File: src/rtl/dec_pkg.sv
package dec_pkg;

    // What the output clock register does this cycle
    typedef enum logic [1:0] {
        OCLK_CLEAR  = 2'd0,   // ratio change: force low
        OCLK_FOLLOW = 2'd1,   // ratio 1/1: copy the valid strobe
        OCLK_PHASE  = 2'd2,   // valid sample at ratio > 1: use phase
        OCLK_HOLD   = 2'd3    // no sample: keep value
    } oclk_act_e;

endpackage

File: src/rtl/dec_phase_ctr.sv
module dec_phase_ctr
    import dec_pkg::*;
#(
    parameter int SEL_W = 3,
    parameter int CNT_W = 7
) (
    input  logic             clk,
    input  logic             rst,
    input  logic             vld_i,
    input  logic [SEL_W-1:0] sel_i,
    output logic             keep_o,
    output logic             phase_hi_o,
    output oclk_act_e        oclk_act_o
);

    typedef struct packed {
        logic [CNT_W-1:0] cnt;
        logic [SEL_W-1:0] sel;
    } ctr_st_t;

    ctr_st_t st_d, st_q;

    logic             restart;
    logic [CNT_W-1:0] term_cnt;
    logic [CNT_W-1:0] half_lim;

    always_comb begin
        st_d     = st_q;
        restart  = (sel_i != st_q.sel);
        // Terminal count 2^sel - 1 as a mask of low ones
        term_cnt = ~({CNT_W{1'b1}} << sel_i);
        // First half of the period: cnt below 2^(sel-1)
        half_lim = (sel_i == '0) ? CNT_W'(1)
                                 : (CNT_W'(1) << (sel_i - SEL_W'(1)));

        keep_o     = !restart && vld_i && (st_q.cnt == '0);
        phase_hi_o = (st_q.cnt < half_lim);

        if (restart) begin
            oclk_act_o = OCLK_CLEAR;
        end else if (sel_i == '0) begin
            oclk_act_o = OCLK_FOLLOW;
        end else if (vld_i) begin
            oclk_act_o = OCLK_PHASE;
        end else begin
            oclk_act_o = OCLK_HOLD;
        end

        if (restart) begin
            st_d.cnt = '0;
        end else if (vld_i) begin
            st_d.cnt = (st_q.cnt == term_cnt) ? '0 : st_q.cnt + CNT_W'(1);
        end
        st_d.sel = sel_i;

        if (rst) begin
            st_d.cnt = '0;
            st_d.sel = sel_i;
        end
    end

    always_ff @(posedge clk) begin
        st_q <= st_d;
    end

endmodule

File: src/rtl/dec_out_latch.sv
module dec_out_latch
    import dec_pkg::*;
#(
    parameter int DATA_W = 8
) (
    input  logic              clk,
    input  logic              rst,
    input  logic              keep_i,
    input  logic              phase_hi_i,
    input  oclk_act_e         oclk_act_i,
    input  logic              vld_i,
    input  logic [DATA_W-1:0] data_i,
    input  logic              pol_i,
    output logic [DATA_W-1:0] data_o,
    output logic [DATA_W-1:0] dac_o,
    output logic              oclk_o
);

    typedef struct packed {
        logic [DATA_W-1:0] word;
        logic [DATA_W-1:0] dac;
        logic              oclk;
    } lat_st_t;

    lat_st_t st_d, st_q;

    always_comb begin
        st_d = st_q;

        if (keep_i) begin
            st_d.word = data_i;
        end

        // DAC copy follows the next held word with the present polarity
        st_d.dac = pol_i ? st_d.word : ~st_d.word;

        unique case (oclk_act_i)
            OCLK_CLEAR:  st_d.oclk = 1'b0;
            OCLK_FOLLOW: st_d.oclk = vld_i;
            OCLK_PHASE:  st_d.oclk = phase_hi_i;
            default:     st_d.oclk = st_q.oclk;
        endcase

        if (rst) begin
            st_d = '0;
        end
    end

    always_ff @(posedge clk) begin
        st_q <= st_d;
    end

    assign data_o = st_q.word;
    assign dac_o  = st_q.dac;
    assign oclk_o = st_q.oclk;

endmodule

File: src/rtl/pow2_decim_latch.sv
module pow2_decim_latch
    import dec_pkg::*;
#(
    parameter int DATA_W = 8,
    parameter int SEL_W  = 3
) (
    input  logic              clk,
    input  logic              rst,
    input  logic              smp_vld,
    input  logic [DATA_W-1:0] smp_data,
    input  logic [SEL_W-1:0]  ratio_sel,
    input  logic              dac_pol,
    output logic [DATA_W-1:0] out_data,
    output logic              out_clk,
    output logic [DATA_W-1:0] dac_data
);

    localparam int CNT_W = (1 << SEL_W) - 1;

    logic      keep;
    logic      phase_hi;
    oclk_act_e oclk_act;

    dec_phase_ctr #(
        .SEL_W (SEL_W),
        .CNT_W (CNT_W)
    ) ctr_i (
        .clk        (clk),
        .rst        (rst),
        .vld_i      (smp_vld),
        .sel_i      (ratio_sel),
        .keep_o     (keep),
        .phase_hi_o (phase_hi),
        .oclk_act_o (oclk_act)
    );

    dec_out_latch #(
        .DATA_W (DATA_W)
    ) lat_i (
        .clk        (clk),
        .rst        (rst),
        .keep_i     (keep),
        .phase_hi_i (phase_hi),
        .oclk_act_i (oclk_act),
        .vld_i      (smp_vld),
        .data_i     (smp_data),
        .pol_i      (dac_pol),
        .data_o     (out_data),
        .dac_o      (dac_data),
        .oclk_o     (out_clk)
    );

endmodule

File: config.mk
export PLATFORM = sky130hd
export DESIGN_NAME = pow2_decim_latch
export DESIGN_NICKNAME = d
export VERILOG_FILES = /design/src/rtl/dec_pkg.sv /design/src/rtl/dec_phase_ctr.sv /design/src/rtl/dec_out_latch.sv /design/src/rtl/pow2_decim_latch.sv
export SDC_FILE = /design/constraint.sdc
export NUM_CORES = 1
export LEC_CHECK = 0
export CORE_MARGIN = 2
export CORE_UTILIZATION = 47
export CTS_CLUSTER_SIZE = 28
export DETAILED_ROUTE_END_ITERATION = 16
export PLACE_DENSITY = 0.78
export SKIP_CTS_REPAIR_TIMING = 1
export SYNTH_ARGS = -nofsm -noshare
export SYNTH_HDL_FRONTEND = slang
export SYNTH_SLANG_ARGS = --single-unit
File: constraint.sdc
create_clock -name clk -period 2.12 [get_ports clk]
set_input_delay 0.212 -clock clk [delete_from_list [all_inputs] [get_ports clk]]
set_output_delay 0.212 -clock clk [all_outputs]
set_load 0.02 [all_outputs]
==> qor.txt <==
======================================================================================
Count of unique library cells instantiated by Yosys                                 40
Cell at the root of the clock tree                                        sky130_fd_sc_hd__clkbuf_8
Final count of hold timing violations                                                0
Netlist area before placement                                                 1790 µm²
Core outline area                                                             3660 µm²
Synth Warn #                                                                         0
Launch point of the worst path                                            ratio_sel[1]
Sequential share of the synthesized area                                         30.2%
Via Count                                                                         1768
Tmin final                                                                     1.93 ns
Final setup violating endpoints                                                      0
Ratio of cells with drive above 1 in the final layout                            12.9%
Number of buffers inserted by port buffering                                        31
Wire length of the first global-routing pass                                   6910 µm
Total congestion overflow after global routing                                       0
Maxcap violations                                                                    0
H-tree depth                                                                         1
Maximum number of pins on one net before global-route repair                        50
Total number of clock tree sinks                                                    27
Unrepaired setup endpoints after global routing                                     no
Post-route cell area                                                          2290 µm²
Gate Count Post-Synth                                                              235
Slack of the worst reg-to-reg path                                             0.27 ns
Mean routed wirelength per cell                                                12.6 µm
Result of the run                                                         complete, no violations
Worst setup path category                                                 primary input to register
Placement-stage worst setup slack                                            -0.135 ns
HPWL after detailed placement                                                  2780 µm
Max Fclk                                                                     0.517 GHz
Number of global-route vias before repair                                         1656
Leak Pwr                                                                      0.859 nW
Worst voltage drop across the vdd grid                                      0.000283 V
Total of fill cells in the finished design                                         327
CP endpoint                                                               lat_i.oclk_o
Deepest clock path buffer count                                                      2
Detail Route Antenna Nets                                                            0
Net count after synthesis                                                          261
Number of I/O pins                                                                  32
Clock insertion delay at the later pin of the skew report                      0.28 ns
Clock tree from TritonCTS                                                          yes
Cts bufs inserted                                                                    3
Dominant register cell in the synthesized netlist                         sky130_fd_sc_hd__dfxtp_1
Area Overhead vs Synth                                                           27.9%
Final weighted congestion of routability-driven global placement                 0.842
Die X-Extent                                                                   65.7 µm
Initial cell density of the core                                                 48.9%
Violation count after the first detailed-route iteration                           104
Smallest setup slack after layout                                             0.185 ns
RR Startpoint                                                             ctr_i.st_q[1]
Share of the cycle needed by the critical path after routing                     91.3%
Transition at the pin with the smallest max-transition slack                  0.296 ns
Number of antenna violations at the first check in global routing                    0
Final Hold Slack                                                              0.471 ns
Fraction of registers with async set or reset after synthesis                       0%
Worst-case clock skew                                                       0.00457 ns
Total power density per cell area                                           495 nW/µm²
Average cell area after synthesis                                             7.62 µm²
First drt pass iteration count                                                       4
Biggest fanout along the worst timing path                                           2
Max-slew headroom at the worst pin                                               80.3%
Total routed wirelength                                                        4030 µm
Cells on worst reg2reg path                                                          9
Overall Global Routing Usage                                                     19.7%
Endpoint of the lowest-slack register-to-register path                    lat_i.oclk_o
Row count                                                                           22
Final setup TNS                                                                   0 ns
Kind of start point of the critical path                                  primary input
Placed cell area                                                              2240 µm²
Number of diodes                                                                     0
Required time of the worst setup path                                          2.30 ns
Final-stage net count                                                              298
Via count normalized by instance count                                            5.54
Data arrival time at the worst-slack endpoint                                  2.12 ns
Worst setup EP type                                                           register
Clock slew at the register clock pins of the worst setup and hold paths        0.11 ns
Seq cells post-synth                                                                27
Classification of the worst-slack hold path                               register to register
Area of the die                                                               4320 µm²
Final count of pins violating max slew                                               0
Number of enable flip-flop cells after synthesis                                     0
Floorplan die height                                                           65.7 µm
# DRC                                                                                0
======================================================================================
## placed cells by master, fill, tap and decap left out, drive strengths merged, types with 2 or more instances in the layout
cell	count
nand2	31
clkdlybuf4s50	31
dfxtp	27
buf	22
nor3	19
nor2	17
a21oi	14
nand3	12
o21ai	12
ha	11
inv	10
o22ai	9
o211ai	8
or3	5
xor2	5
nand4	4
xnor2	4
a2111oi	4
nor2b	3
and3b	3
clkbuf	3
nor3b	2
o2111ai	2
a32oi	2
## layout make-up
type	instances	area, µm²	share of cell area (%)
Sequential cell	27	541	23.6
Tap cell	48	60.1	2.62
Clock inverter	1	7.51	0.328
Multi-Input combinational cell	177	1120	48.7
Timing Repair Buffer	53	488	21.3
Inverter	10	37.5	1.64
Clock buffer	3	41.3	1.80
## routing by layer
layer | vias up | global-route usage (%) | routed length [µm]
li1 | 916 | - | -
met1 | 819 | 25.4 | 1980
met2 | 31 | 34.5 | 1910
met3 | 2 | 2.05 | 106
met4 | 0 | 5.47 | 20
met5 | - | 0 | 0
## cells in the mapped netlist, drive strengths merged, types with 8 or more instances
cell type	count	area [µm²]
a21oi	14	73.8
buf	10	55.1
clkbuf	11	41.3
dfxtp	27	541
ha	11	138
inv	10	37.5
nand2	31	116
nand3	12	60.1
nor2	17	63.8
nor3	19	100
o211ai	8	60.1
o21ai	12	60.1
o22ai	9	56.3
## worst max-delay path, cell delays in order
cell                              delay, ns
sky130_fd_sc_hd__clkdlybuf4s50_1       0.43
sky130_fd_sc_hd__xor2_1                0.18
sky130_fd_sc_hd__or3_1                 0.40
sky130_fd_sc_hd__a21oi_2               0.16
sky130_fd_sc_hd__inv_2                 0.04
sky130_fd_sc_hd__ha_1                  0.18
sky130_fd_sc_hd__nor2b_1               0.14
sky130_fd_sc_hd__a32oi_1               0.15
sky130_fd_sc_hd__o21ai_0               0.10
sky130_fd_sc_hd__o2bb2ai_1             0.12
## power by group
group	switching (mW)	internal, mW
combinational	0.151	0.127
clock	0.185	0.134
sequential	0.00973	0.528
## kinds of logic (layout without fill, tap and decap cells)
logic type | count (synthesis) | after routing | share of synthesized area (%)
buffers and inverters | 31 | 67 | 7.47
xor gates and xnor gates | 9 | 9 | 4.40
adders and majority gates | 11 | 11 | 7.68
AOI/OAI and AO/OA | 56 | 56 | 22.6
and+or+nand+nor | 100 | 100 | 27.2
DFF | 27 | 27 | 30.2
muxes | 1 | 1 | 0.559
## per-stage QoR
step / util (%) / std cells / power [mW]
final: 62.6 / 319 / 1.13
after global routing: 62.6 / 319 / 1.18
after CTS: 62.6 / 319 / 1.13
after detailed placement: 61.3 / 315 / 0.826
after global placement: 61.3 / 315 / 0.820
after floorplan: - / 235 / 0.704
## registers in the layout, summed over array words and instances (netlist names)
register	flops
lat_i.dac_o	8
lat_i.data_o	8
lat_i.oclk_o	1
ctr_i.st_q	10
## worst min-delay path by stage
stage	from	endpoint	slack, ns	depth (start not counted)
2_1_floorplan	ratio_sel[0]	ctr_i.st_q[0]	0.24	0
3_3_place_gp	lat_i.oclk_o	lat_i.oclk_o	0.46	2
3_5_place_dp	lat_i.oclk_o	lat_i.oclk_o	0.46	2
4_1_cts	lat_i.oclk_o	lat_i.oclk_o	0.47	2
5_1_grt	lat_i.oclk_o	lat_i.oclk_o	0.50	2
6_report	lat_i.oclk_o	lat_i.oclk_o	0.47	2
No activity file was read; power rests on OpenSTA's default activity.
